`config.mk`:
```
export PLATFORM = sky130hd
export DESIGN_NAME = mbox_irq_top
export DESIGN_NICKNAME = d
export VERILOG_FILES = /design/src/rtl/mbox_irq_pkg.sv /design/src/rtl/mbox_port_decode.sv /design/src/rtl/mbox_flag.sv /design/src/rtl/mbox_irq_top.sv
export SDC_FILE = /design/constraint.sdc
export NUM_CORES = 1
export LEC_CHECK = 0
export ABC_CLOCK_PERIOD_IN_PS = 1950
export CORE_AREA = 2 2 39 41
export CTS_CLUSTER_DIAMETER = 40
export DETAILED_ROUTE_END_ITERATION = 12
export DIE_AREA = 0 0 41 43
export GPL_ROUTABILITY_DRIVEN = 0
export PLACE_DENSITY = 0.69
export RECOVER_POWER = 25
export SKIP_CTS_REPAIR_TIMING = 1
export SLEW_MARGIN = 20
export SYNTH_ARGS = -nofsm -noshare
export SYNTH_HDL_FRONTEND = slang
export SYNTH_SLANG_ARGS = --single-unit
```
`constraint.sdc`:
```
create_clock -name clk -period 1.95 [get_ports clk]
set_input_delay 0.2925 -clock clk [delete_from_list [all_inputs] [get_ports clk]]
set_output_delay 0.2925 -clock clk [all_outputs]
set_load 0.01 [all_outputs]
```
`src/rtl/mbox_irq_pkg.sv`:
```
package mbox_irq_pkg;

  // Direction of the read/write strobe
  typedef enum logic {
    STB_READ  = 1'b0,
    STB_WRITE = 1'b1
  } strobe_e;

  localparam int unsigned DEF_ADDR_W = 14;
  localparam int unsigned NUM_PORTS  = 2;

  // Mailbox address at a given distance below the top of an address space
  function automatic logic [DEF_ADDR_W-1:0] top_slot(input int unsigned below);
    logic [DEF_ADDR_W-1:0] top;
    top = '1;
    return top - DEF_ADDR_W'(below);
  endfunction

endpackage

```
`src/rtl/mbox_port_decode.sv`:
```
module mbox_port_decode
  import mbox_irq_pkg::*;
#(
  parameter int unsigned            ADDR_W   = DEF_ADDR_W,
  parameter logic [ADDR_W-1:0]      OUT_SLOT = '1,
  parameter logic [ADDR_W-1:0]      IN_SLOT  = '0
) (
  input  logic              clk,
  input  logic              rst_n,
  input  logic              en,
  input  logic              oe,
  input  logic              wr,
  input  logic              busy,
  input  logic [ADDR_W-1:0] addr,
  output logic              post,   // write to the outgoing mailbox
  output logic              fetch   // read of the incoming mailbox
);

  logic granted;
  logic hit_out;
  logic hit_in;
  logic is_write;

  always_comb begin
    granted  = en && !busy;
    is_write = (wr == STB_WRITE);
    hit_out  = (addr == OUT_SLOT);
    hit_in   = (addr == IN_SLOT);
    post     = granted && is_write && hit_out;
    fetch    = granted && !is_write && oe && hit_in;
  end

  // a busy port produces no event
  p_busy_mutes_r8: assert property (@(posedge clk) disable iff (!rst_n)
    busy |-> !(post || fetch));

  // a read without output enable never acknowledges
  p_oe_needed_r6: assert property (@(posedge clk) disable iff (!rst_n)
    !oe |-> !fetch);

endmodule

```
`src/rtl/mbox_flag.sv`:
```
module mbox_flag (
  input  logic clk,
  input  logic rst_n,
  input  logic set_i,
  input  logic clr_i,
  output logic irq_n
);

  logic irq_n_q;
  logic irq_n_d;
  logic upd_en;

  // Next state: raising wins over dropping
  always_comb begin
    upd_en  = set_i || clr_i;
    irq_n_d = irq_n_q;
    if (set_i) begin
      irq_n_d = 1'b0;
    end else if (clr_i) begin
      irq_n_d = 1'b1;
    end
  end

  always_ff @(posedge clk or negedge rst_n) begin
    if (!rst_n) begin
      irq_n_q <= 1'b1;
    end else if (upd_en) begin
      irq_n_q <= irq_n_d;
    end
  end

  assign irq_n = irq_n_q;

  // a raise is never lost to a simultaneous drop
  p_set_wins_r7: assert property (@(posedge clk) disable iff (!rst_n)
    set_i |=> !irq_n);

  // a lone drop leaves the flag inactive
  p_clear_drops_r3: assert property (@(posedge clk) disable iff (!rst_n)
    (clr_i && !set_i) |=> irq_n);

  // no event, no change
  p_idle_holds_r9: assert property (@(posedge clk) disable iff (!rst_n)
    !(set_i || clr_i) |=> $stable(irq_n));

endmodule

```
`src/rtl/mbox_irq_top.sv`:
```
module mbox_irq_top
  import mbox_irq_pkg::*;
#(
  parameter int unsigned ADDR_W = DEF_ADDR_W
) (
  input  logic              clk,
  input  logic              rst_n,
  input  logic              lft_en,
  input  logic              lft_oe,
  input  logic              lft_wr,
  input  logic              lft_busy,
  input  logic [ADDR_W-1:0] lft_addr,
  input  logic              rgt_en,
  input  logic              rgt_oe,
  input  logic              rgt_wr,
  input  logic              rgt_busy,
  input  logic [ADDR_W-1:0] rgt_addr,
  output logic              lft_irq_n,
  output logic              rgt_irq_n
);

  // Mailbox slots at the top of the map
  localparam logic [ADDR_W-1:0] SLOT_L2R = '1;
  localparam logic [ADDR_W-1:0] SLOT_R2L = ADDR_W'(SLOT_L2R - 1'b1);

  // Port 0 = left, port 1 = right
  logic              p_en   [NUM_PORTS];
  logic              p_oe   [NUM_PORTS];
  logic              p_wr   [NUM_PORTS];
  logic              p_busy [NUM_PORTS];
  logic [ADDR_W-1:0] p_addr [NUM_PORTS];
  logic              p_post [NUM_PORTS];
  logic              p_fetch[NUM_PORTS];
  logic              p_irq_n[NUM_PORTS];

  always_comb begin
    p_en[0]   = lft_en;
    p_oe[0]   = lft_oe;
    p_wr[0]   = lft_wr;
    p_busy[0] = lft_busy;
    p_addr[0] = lft_addr;
    p_en[1]   = rgt_en;
    p_oe[1]   = rgt_oe;
    p_wr[1]   = rgt_wr;
    p_busy[1] = rgt_busy;
    p_addr[1] = rgt_addr;
  end

  for (genvar g = 0; g < NUM_PORTS; g++) begin : g_port
    localparam logic [ADDR_W-1:0] OUT_S = (g == 0) ? SLOT_L2R : SLOT_R2L;
    localparam logic [ADDR_W-1:0] IN_S  = (g == 0) ? SLOT_R2L : SLOT_L2R;

    mbox_port_decode #(
      .ADDR_W   (ADDR_W),
      .OUT_SLOT (OUT_S),
      .IN_SLOT  (IN_S)
    ) i_dec (
      .clk   (clk),
      .rst_n (rst_n),
      .en    (p_en[g]),
      .oe    (p_oe[g]),
      .wr    (p_wr[g]),
      .busy  (p_busy[g]),
      .addr  (p_addr[g]),
      .post  (p_post[g]),
      .fetch (p_fetch[g])
    );

    // The flag of port g is raised by the other port, dropped by port g
    mbox_flag i_flag (
      .clk   (clk),
      .rst_n (rst_n),
      .set_i (p_post[NUM_PORTS-1-g]),
      .clr_i (p_fetch[g]),
      .irq_n (p_irq_n[g])
    );
  end

  assign lft_irq_n = p_irq_n[0];
  assign rgt_irq_n = p_irq_n[1];

  // a granted left post to the top slot raises the right flag
  p_left_post_r2: assert property (@(posedge clk) disable iff (!rst_n)
    (lft_en && lft_wr && !lft_busy && lft_addr == SLOT_L2R) |=> !rgt_irq_n);

  // a granted right post raises the left flag
  p_right_post_r4: assert property (@(posedge clk) disable iff (!rst_n)
    (rgt_en && rgt_wr && !rgt_busy && rgt_addr == SLOT_R2L) |=> !lft_irq_n);

  // a busy left port with a silent right port leaves both flags alone
  p_busy_holds_r8: assert property (@(posedge clk) disable iff (!rst_n)
    (lft_busy && !rgt_en) |=> ($stable(lft_irq_n) && $stable(rgt_irq_n)));

  // outputs are always a driven level
  p_driven_r10: assert property (@(posedge clk) disable iff (!rst_n)
    !$isunknown({lft_irq_n, rgt_irq_n}));

endmodule

```
# Yosys cells after proc, flatten, opt, wreduce, memory -nomap -nowiden
# Index checks and enable logic that the tools add are counted.
word_totals:
  ff_bits: 2
  latchBits: 0
  ram_bits: 0
  mem_bits_ro: 0
  mem_count: 0
op_classes:
  addsub: 0
  mul: 0
  n_div: 0
  order_cmp: 0
  n_eq_ne: 4
  shift: 0
  muxes: 4
  bitwise_logic: 0
  n_reduce_logical: 22
ops:
  columns: ["op", "count"]
  rows:
  - ["== test 14 bit, second input constant", 4]
  - ["logical AND 1 bit", 12]
  - ["zero test 1 bit", 4]
  - ["2-to-1 mux 1 bit", 4]
  - ["AND reduction 2 bit", 2]
  - ["nonzero test 2 bit", 2]
  - ["logical OR 1 bit", 2]

# Depth between registers and ports, before layout
# Gate-level depths: netlist (run 1).
logic_depth:
  word_depth: 7
  ltp_mapped: 4

# Hierarchy
# A second synthesis (run 1) with hierarchy kept.
unflattened:
  hier_cells: 19
  area_unflattened_um2: 173.9
by_module_without_submodules:
  columns: ["mod", "n_inst", "cells_each", "area_per_inst_um2"]
  rows:
  - ["mbox_flag", 2, 2, 36.3]
  - ["mbox_port_decode at g_port[1].i_dec", 1, 7, 52.6]
  - ["mbox_port_decode at g_port[0].i_dec", 1, 8, 48.8]

# Least setup slack after synthesis (run 1)
# No wires, ideal clock.
synth_path:
  path_kind: "input port to flip-flop"
  startpoint: "input port rgt_busy"
  endpoint: "register g_port[1].i_flag.irq_n_q"
  arrival_ns: 0.973
  required_ns: 1.873
  setup_slack_ns: 0.900
  stages: 4
  path_buffers: 0
  cell_sequence: "nand4b_1 nor4_2 a21oi_1 a31oi_1"
synth_via:
  elab_chain_cells: 7
synth_lines:
  columns: ["item", "line", "text"]
  rows:
  - ["start: declaration", "mbox_irq_top.sv:16", "input logic rgt_busy,"]
  - ["zero test 1 bit (*)", "mbox_port_decode.sv:25", "granted = en && !busy;"]
  - ["logical AND 1 bit (*)", "mbox_port_decode.sv:25", null]
  - ["logical AND 1 bit (*) (3 in series)", "mbox_port_decode.sv:30", "fetch = granted && !is_write && oe && hit_in;"]
  - ["nonzero test 2 bit (no source line) or logical OR 1 bit (tied branches)", null, null]
  - ["AND reduction 2 bit (no source line) (*)", null, null]
  - ["end signal: assignment", "mbox_flag.sv:28", "irq_n_q <= irq_n_d;"]
  - ["end: declaration", "mbox_flag.sv:9", "logic irq_n_q;"]
# Every way passes the cells marked *; elsewhere a longest branch is shown, timed or not.
# A chain may end at the register's enable or synchronous reset.

# Worst setup path in the final report (run 1)
layout_path:
  startpoint: "register g_port[0].i_flag.irq_n_q"
  endpoint: "output port lft_irq_n"
layout_rtl:
  columns: ["item", "line", "text"]
  rows:
  - ["start: declaration", "mbox_flag.sv:9", null]
  - ["start signal: assignment", "mbox_flag.sv:28", null]
  - ["end: declaration", "mbox_irq_top.sv:18", "output logic lft_irq_n,"]
# No word-level cell between the ends.

==> results of run 1 <==
report_power, final:
group	total (mW)	switching (mW)	leakage [nW]	internal [mW]
Combinational	0.0811	0.0142	0.175	0.0669
Sequential	0.0420	0.00000726	0.0206	0.0420
Clock	0.0893	0.0216	0.0138	0.0677
Total	0.212	0.0358	0.210	0.177
worst min path at each step:
stage	startpoint	to	slack [ns]
floorplan	rst_n	g_port[0].i_flag.irq_n	0.14
global placement	g_port[1].i_flag.irq_n	g_port[1].i_flag.irq_n	0.51
detailed placement	g_port[1].i_flag.irq_n	g_port[1].i_flag.irq_n	0.53
CTS	rst_n	g_port[0].i_flag.irq_n	0.42
global route	rst_n	g_port[1].i_flag.irq_n	0.49
finish	rst_n	g_port[0].i_flag.irq_n	0.49
kinds of logic (layout without fill, tap and decap cells):
kind of cell,count (synthesis),count (layout),share of synthesized area
AO/OA/AOI/OAI,4,4,0.141
flip-flops,2,2,0.311
buffers and inverters,1,43,0.0222
AND/OR/NAND/NOR,13,13,0.526
layer usage:
metal	GRT usage	share of wire	vias to the layer above
li1	-	-	169
met1	0.115	0.32	144
met2	0.191	0.58	19
met3	0.0419	0.095	0
met4	0.0800	0	0
met5	0	0	-
area by class of cell:
class                           instances  share of cell area
Timing Repair Buffer                   39               0.649
Multi-Input combinational cell         17               0.187
Sequential cell                         2              0.0873
Clock buffer                            3              0.0374
Tap cell                               16              0.0333
Inverter                                1             0.00624
metrics by stage:
stage	cells	total power, mW	utilization	area, um^2	hold WS (ns)
after global placement	75	0.124	0.419	579	0.507
after CTS	78	0.220	0.435	602	0.416
after detailed placement	75	0.124	0.419	579	0.528
after global routing	78	0.233	0.435	602	0.491
final	78	0.212	0.435	602	0.492
after floorplan	20	0.0484	-	169	0.145
cells in the final DEF, fill, tap and decap left out:
master           Yosys  final
a31oi_1              3      3
nand3_1              1      1
inv_1                1      1
clkbuf_4             0      3
nand4_1              5      5
clkdlybuf4s50_1      0     38
nand2_1              1      1
a21oi_1              1      1
nand4b_1             1      1
dlygate4sd3_1        0      1
nand3b_1             1      1
dfstp_2              2      2
nor2_1               2      2
nor4_2               2      2
==> summary.md, run 1 <==
| Metric | Value |
|---|---|
| Layout cells sized above 1 | 0.113 |
| FF-to-FF path depth | 2 |
| DR vias | about 330 |
| DR vias/cell | about 4.3 |
| Clock transition at the registers of the reported paths | about 0.030 ns |
| Setup violations, final | 0 |
| # port buffers | 39 |
| Top cell type's share of synthesized area | 0.311 |
| Peak VDD IR | 0.146 mV |
| Crit path depth | 1 |
| Worst EP required | 1.66 ns |
| Post-synth EDFFs | 0 |
| Pwr dens | 353 mW/mm^2 |
| Fin Setup TNS | 0 ns |
| CTS Root Cell | clkbuf_4 |
| Leakage | between 0.2 and 0.25 nW |
| Yosys synthesis warning count | 0 |
| Gr ovfl total | 0 |
| Drt first pass iters | 4 |
| CP Launch Type | flop |
| Dominant synthesized flop cell | dfstp_2 |
| Register Area | about 53 um^2 |
| Row cnt | 14 |
| CP Data Arrival Time | between 1 and 1.5 ns |
| CP max FO | 2 |
| Die span in y | 43 um |
| CP bufs+invs | 1 |
| Setup CP Type | flop to primary output |
| Initial DRC Count | 4 |
| WL/cell | 9.73 um |
| Filler instances | 151 |
| Place WS | 0.384 ns |
| Slowest stage delay, CP | 0.52 ns |
| Register area share after synthesis | 0.311 |
| Worst Tran Pin Value | 0.277 ns |
| Avg Inst Size Synth | 8.45 um^2 |
| Initial Util | 0.122 |
| Max Cap Viol | 0 |
| Count leader, synth | nand4_1 |
| CTS Buf Count | 3 |
| Routed Antenna Nets | 0 |
| Chip width | 41 um |
| Io pins | 40 |
| Setup crit end | lft_irq_n |
| Pin count of the biggest net entering global routing | 3 |
| Distinct cell type count of the synthesized netlist | 11 |
| Top Family by Delay on Critical Path | flip-flops |
| Total die area | 0.00176 mm^2 |
| Setup slack after layout | 0.392 ns |
| First-pass GRT wire length | 1380 um |
| Max Root-Sink Buffers | 2 |
| #FFs+latches synth | 2 |
| Critical path's slowest cell | dfstp_2 |
| R2r startpoint | g_port[0].i_flag.irq_n |
| Worst-skew pair later-pin latency | 0.22 ns |
| DRC errors left | 0 |
| Achievable frequency | about 640 MHz |
| Clock period minus worst slack | 1.56 ns |
| Initial antenna violation count | 0 |
| Nets@finish | 102 |
| Final Max Tran Viols | 0 |
| Unrepaired setup endpoints after global routing | false |
| Post-route clock period utilization | 0.799 |
| Reg2reg end | g_port[0].i_flag.irq_n |
| Post-synth ARST share | 1.00 |
| Area occupied by multi-input gates | 113 um^2 |
| Core area | 0.00138 mm^2 |
| HPWL after detailed placement | between 700 and 800 um |
| CTS sink count | 2 |
| Worst hold path class | input port to asynchronous set/reset pin |
| Max reg flops | 2 |
| Cell Area, Synth | 169 um^2 |
| Total GRT Usage | 0.117 |
| Dominant cell type by area after synthesis | dfstp_2 |
| Critical path origin | g_port[0].i_flag.irq_n |
| Synth area leaders | dfstp_2, nand4_1, nor4_2 |
| Worst reg2reg setup slack | 1.17 ns |
| Max-slew headroom | 0.814 |
| TritonCTS clock tree | done |
| Clock skew | 0 ns |
| Vias in the first global route | 361 |
| H-tree lvl count | 1 |
| Routed WL | roughly 760 um |
| Mapped Cells | 20 |
| Crit-path cells | clkdlybuf4s50_1 |
| Area Growth Syn to Fin | 256% |
| Number of diodes | 0 |
| Post-Syn Nets | just under 60 |
| Synth cell count leaders | nand4_1, a31oi_1, dfstp_2, nor2_1, nor4_2 |
| Status | finished, final reports clean |
| Hold Vio Cnt, Final | 0 |
| CP Capture Type | primary output |
Power figures use the tool's default switching activity.
==> run 2, diff against run 1 <==
ABC_CLOCK_PERIOD_IN_PS = 1530   (was 1950)
clock period = 1.53 ns   (was 1.95 ns; I/O delays follow)
==> run 2 against run 1 <==
  * Via count rose by 2.4%
  * Die area did not move
  * Routed wire length rose by 4.6%
  * Clock-buffer cell count did not move
  * Combinational power rose by 28%
  * Clock power rose by 30%
==> summary.md, run 2 (synthesis results as in run 1) <==
| Metric | Value |
|---|---|
| Clock transition at the registers of the reported paths | 0.03 ns (about the same) |
| Placed Cells | 75 (unchanged) |
| Number of diodes | 0 (unchanged) |
| DR vias/cell | 4.36 (+2.4%) |
| Clock period minus worst slack | ~1.5 ns |
| CP Capture Type | primary output |
| CTS Root Cell | clkbuf_4 |
| Row cnt | 14 (unchanged) |
| Most common cell after layout, fill and taps aside | clkdlybuf4s50_1 |
| First-pass GRT wire length | 1410 um (+2.0%) |
| Nets@finish | 102 (unchanged) |
| Final Max Tran Viols | 0 (unchanged) |
| CP Data Arrival Time | 1.26 ns (about the same) |
| Overall power | 0.274 mW (+29%) |
| Core area | 0.00138 mm^2 (unchanged) |
| Top Family by Delay on Critical Path | buffers and inverters |
| Post-route cell area | 604 um^2 (+0.42%) |
| FF-to-FF path depth | 2 (unchanged) |
| Initial Util | 0.122 (unchanged) |
| Pwr dens | 453 mW/mm^2 (+28%) |
| Crit-path cells | clkdlybuf4s50_1 |
| Gate power share | 0.380 (-0.002) |
| DRC errors left | 0 (unchanged) |
| Cell Count, Final, Fillers Out | 78 (unchanged) |
| Peak VDD IR | 0.272 mV (+87%) |
| WL/cell | 10.2 um (+4.6%) |
| TritonCTS clock tree | done |
| Total die area | 0.00176 mm^2 (unchanged) |
| DR vias | 340 (+2.4%) |
| Reg2reg end | g_port[0].i_flag.irq_n |
| Critical path's slowest cell | clkdlybuf4s50_1 |
| Placed cell areas | 579 um^2 (unchanged) |
| Fin Setup TNS | 0 ns (unchanged) |
| CTS Buf Count | 3 (unchanged) |
| Drt first pass iters | 4 (unchanged) |
| Routed WL | 794 um (+4.6%) |
| Worst-skew pair later-pin latency | 0.23 ns (about the same) |
| Setup crit end | rgt_irq_n |
| CTS sink count | 2 (unchanged) |
| Final hold slack | 0.425 ns (-0.0665 ns) |
| Crit path depth | 1 (unchanged) |
| Area occupied by multi-input gates | 113 um^2 (unchanged) |
| Post-route clock period utilization | 0.976 |
| Sequential fraction of design power | 0.196 (-0.002) |
| Io pins | 40 (unchanged) |
| Vias in the first global route | 367 (+1.7%) |
| CP bufs+invs | 1 (unchanged) |
| Chip width | 41 um (unchanged) |
| Unrepaired setup endpoints after global routing | false |
| R2r startpoint | g_port[0].i_flag.irq_n |
| Layout cells sized above 1 | 0.113 (unchanged) |
| Max reg flops | 2 (unchanged) |
| Sw frac | 0.176 (+0.00794) |
| Worst hold path class | input port to asynchronous set/reset pin |
| CP max FO | 2 (unchanged) |
| Initial antenna violation count | 0 (unchanged) |
| Pin count of the biggest net entering global routing | 3 (unchanged) |
| Clock power frac | 0.424 (+0.004) |
| Filler instances | 144 (-4.6%) |
| Critical path origin | g_port[1].i_flag.irq_n |
| Setup violations, final | 0 (unchanged) |
| # port buffers | 39 (unchanged) |
| Total GRT Usage | 0.126 (+0.00901) |
| Leakage | 0.228 nW (+8.9%) |
| Initial DRC Count | 5 (+1) |
| Worst Tran Pin Value | 0.279 ns (+0.00221 ns) |
| Max Cap Viol | 0 (unchanged) |
| Max-slew headroom | 0.812 (-0.00149) |
| CP Launch Type | flop |
| Status | finished, final reports clean |
| Setup CP Type | flop to primary output |
| Gr ovfl total | 0 (unchanged) |
| Routed Antenna Nets | 0 (unchanged) |
| Most frequent cells in the layout | clkdlybuf4s50_1, nand4_1, a31oi_1, clkbuf_4 |
| Clock skew | 0 ns (unchanged) |
| Achievable frequency | 670 MHz |
| Register Area | 52.6 um^2 (unchanged) |
| Hold Vio Cnt, Final | 0 (unchanged) |
| Die span in y | 43 um (unchanged) |
| Slowest stage delay, CP | 0.53 ns (about the same) |
| Power Internal | 0.225 mW (+28%) |
| Max Root-Sink Buffers | 2 (unchanged) |
| Area Growth Syn to Fin | 258% |
| Worst EP required | 1.30 ns (-0.36 ns) |
| Psw | 0.0482 mW (+35%) |
| Worst reg2reg setup slack | 0.75 ns (-0.42 ns) |
| H-tree lvl count | 1 (unchanged) |
[run 2: cell count changes in the layout (fill, tap and decap cells not counted), sizes merged]
cell | before | now
clkdlybuf4s50 | 38 | 37
dlymetal6s2s | 0 | 1
[run 2: area by class of cell]
cell class | instances | share of cell area
Clock buffer | 3 | 0.0373
Inverter | 1 | 0.00621
Multi-Input combinational cell | 17 | 0.186
Timing Repair Buffer | 39 | 0.650
Sequential cell | 2 | 0.0870
Tap cell | 16 | 0.0331
[run 2: worst min path at each step]
stage	to	depth (start not counted)	startpoint
6_report	g_port[0].i_flag.irq_n	1	rst_n
3_3_place_gp	g_port[1].i_flag.irq_n	2	g_port[1].i_flag.irq_n
3_5_place_dp	g_port[1].i_flag.irq_n	2	g_port[1].i_flag.irq_n
4_1_cts	g_port[0].i_flag.irq_n	1	rst_n
2_1_floorplan	g_port[0].i_flag.irq_n	0	rst_n
5_1_grt	g_port[1].i_flag.irq_n	1	rst_n
[run 2: power groups by stage]
stage / Clock [mW] / Combinational (mW) / Sequential [mW]
3_5_place_dp: 0 / 0.105 / 0.0540
5_1_grt: 0.131 / 0.112 / 0.0535
2_1_floorplan: 0 / 0.00773 / 0.0540
4_1_cts: 0.123 / 0.105 / 0.0535
3_3_place_gp: 0 / 0.104 / 0.0540
6_report: 0.116 / 0.104 / 0.0536
[run 2: stage by stage]
step,util,worst slack (ns)
after detailed placement,0.419,0.0191
after CTS,0.435,0.0190
after floorplan,-,0.543
after global placement,0.419,0.0391
final,0.437,0.0370
after global routing,0.437,0.00211
[run 2: metal layers]
layer,share of wire,global-route usage,wire (um)
met1,0.30,0.115,242
met2,0.55,0.200,440
met3,0.10,0.0419,80
met4,0.037,0.120,29
met5,0,0,0
==> run 3, diff against run 2 <==
SETUP_SLACK_MARGIN = 0.5   (was not set)
==> run 3 against run 2 <==
  * Via count grew 2.6%
  * Flip-flop and latch count is the same
  * Clock power is essentially flat
  * Worst hold slack gained 0.0011 ns
  * Global-route usage is the same
  * Largest cell class unchanged
  * Largest power group unchanged
  * Highest routed layer unchanged
==> summary.md, run 3 (synthesis results as in run 1) <==
| Metric | Value |
|---|---|
| Nets@finish | 103 (+0.98%) |
| Initial Util | 0.122 (unchanged) |
| Unrepaired setup endpoints after global routing | true |
| CP Capture Type | primary output |
| Pin count of the biggest net entering global routing | 3 (unchanged) |
| Worst-skew pair later-pin latency | 0.22 ns (about the same) |
| Number of diodes | 0 (unchanged) |
| Drt first pass iters | 4 (unchanged) |
| Placed cell areas | 579 um^2 (unchanged) |
| # port buffers | 39 (unchanged) |
| Crit path depth | 1 (unchanged) |
| Max Root-Sink Buffers | 2 (unchanged) |
| Gr ovfl total | 0 (unchanged) |
| Critical path's slowest cell | dfstp_2 |
| Worst EP required | 1.30 ns (about the same) |
| DR vias | 349 (+2.6%) |
| CP max FO | 2 (unchanged) |
| Layout cells sized above 1 | 0.175 (+0.0617) |
| CTS sink count | 2 (unchanged) |
| Max reg flops | 2 (unchanged) |
| Clock transition at the registers of the reported paths | 0.03 ns (about the same) |
| Max-slew headroom | 0.848 (+0.0353) |
| Post-route clock period utilization | 0.733 (-0.243) |
| Pwr dens | 376 mW/mm^2 (-17%) |
| Io pins | 40 (unchanged) |
| CP bufs+invs | 1 (unchanged) |
| CTS Root Cell | clkbuf_4 |
| Routed WL | 969 um (+22%) |
| Final Max Tran Viols | 0 (unchanged) |
| CP Data Arrival Time | 0.89 ns (-0.37 ns) |
| Filler instances | 126 (-13%) |
| CP Launch Type | flop |
| Row cnt | 14 (unchanged) |
| Peak VDD IR | 0.263 mV (-3.1%) |
| Setup CP Type | flop to primary output |
| TritonCTS clock tree | done |
| Fin Setup TNS | 0 ns (unchanged) |
| Most frequent cells in the layout | dlymetal6s2s_1, clkdlybuf4s50_1, nand4_1, a31oi_1, clkbuf_4 |
| Setup violations, final | 0 (unchanged) |
| Worst hold path class | input port to asynchronous set/reset pin |
| Status | finished, final reports clean |
| FF-to-FF path depth | 2 (unchanged) |
| Slowest stage delay, CP | 0.52 ns (about the same) |
| Routed Antenna Nets | 0 (unchanged) |
| Core area | 0.00138 mm^2 (unchanged) |
| DRC errors left | 0 (unchanged) |
| Achievable frequency | 892 MHz (+33%) |
| WL/cell | 12.3 um (+20%) |
| Clock period minus worst slack | 1.12 ns (-0.371 ns) |
| Die span in y | 43 um (unchanged) |
| Leakage | 0.528 nW (+130%) |
| Clock skew | 0 ns (unchanged) |
| First-pass GRT wire length | 1410 um (unchanged) |
| Max Cap Viol | 0 (unchanged) |
| Area Growth Syn to Fin | 316% |
| Vias in the first global route | 367 (unchanged) |
| CTS Buf Count | 3 (unchanged) |
| Most common cell after layout, fill and taps aside | dlymetal6s2s_1 |
| Total GRT Usage | 0.126 (unchanged) |
| Initial antenna violation count | 0 (unchanged) |
| Initial DRC Count | 4 (-1) |
| Worst Tran Pin Value | 0.227 ns (-0.0524 ns) |
| H-tree lvl count | 1 (unchanged) |
| Total die area | 0.00176 mm^2 (unchanged) |
| Crit-path cells | dlymetal6s2s_1 |
| Chip width | 41 um (unchanged) |
| Top Family by Delay on Critical Path | flip-flops |
| Hold Vio Cnt, Final | 0 (unchanged) |
| DR vias/cell | 4.42 (+1.3%) |
| Post-route cell area | 703 um^2 (+16%) |
==> run 3: changes by cell type in the layout (fill, tap and decap cells not counted), moves of 2 or more <==
cell / delta
clkdlybuf4s50_1: -31
dlymetal6s2s_1: +29
nor4_2: -2
nor4_4: +2
==> run 3: final timing paths <==
path | from | to | slack (ns)
max | g_port[0].i_flag.irq_n | lft_irq_n | 0.41
min | rst_n | g_port[0].i_flag.irq_n | 0.43
max reg2reg | g_port[1].i_flag.irq_n | g_port[1].i_flag.irq_n | 0.73
min reg2reg | g_port[0].i_flag.irq_n | g_port[0].i_flag.irq_n | 0.54
max in group asynchronous | rst_n | g_port[1].i_flag.irq_n | 1.08
min in group clk | lft_busy | g_port[0].i_flag.irq_n | 0.47
==> run 3: layout make-up <==
cell class | instances | area, um^2 | area share
clock buffer | 3 | 22.5 | 0.0320
tap | 16 | 20.0 | 0.0285
sequential | 2 | 52.6 | 0.0747
timing repair buffer | 40 | 469 | 0.667
inverter | 1 | 3.75 | 0.00534
multi-input combinational | 17 | 135 | 0.192
==> run 3: where the power goes <==
group	switching (mW)	internal (mW)	total (mW)	leakage, nW
Clock	0.0291	0.0863	0.115	0.0138
Combinational	0.0235	0.0721	0.0956	0.493
Sequential	0.0000118	0.0536	0.0536	0.0206
==> run 3: layer usage <==
layer | track usage | wire length (um) | up-vias
li1 | - | - | 171
met3 | 0.0419 | 77 | 4
met1 | 0.115 | 296 | 151
met4 | 0.120 | 29 | 0
met5 | 0 | 0 | -
met2 | 0.200 | 565 | 23
==> run 3: stage by stage <==
stage / std cells / utilization / hold slack, ns / setup WS [ns] / power [mW]
floorplan: 20 / - / 0.0817 / 0.543 / 0.0617
global placement: 75 / 0.419 / 0.507 / 0.0391 / 0.158
detailed placement: 75 / 0.419 / 0.528 / 0.0191 / 0.159
CTS: 78 / 0.435 / 0.353 / 0.0190 / 0.282
global route: 79 / 0.508 / 0.428 / 0.357 / 0.289
finish: 79 / 0.508 / 0.427 / 0.408 / 0.265
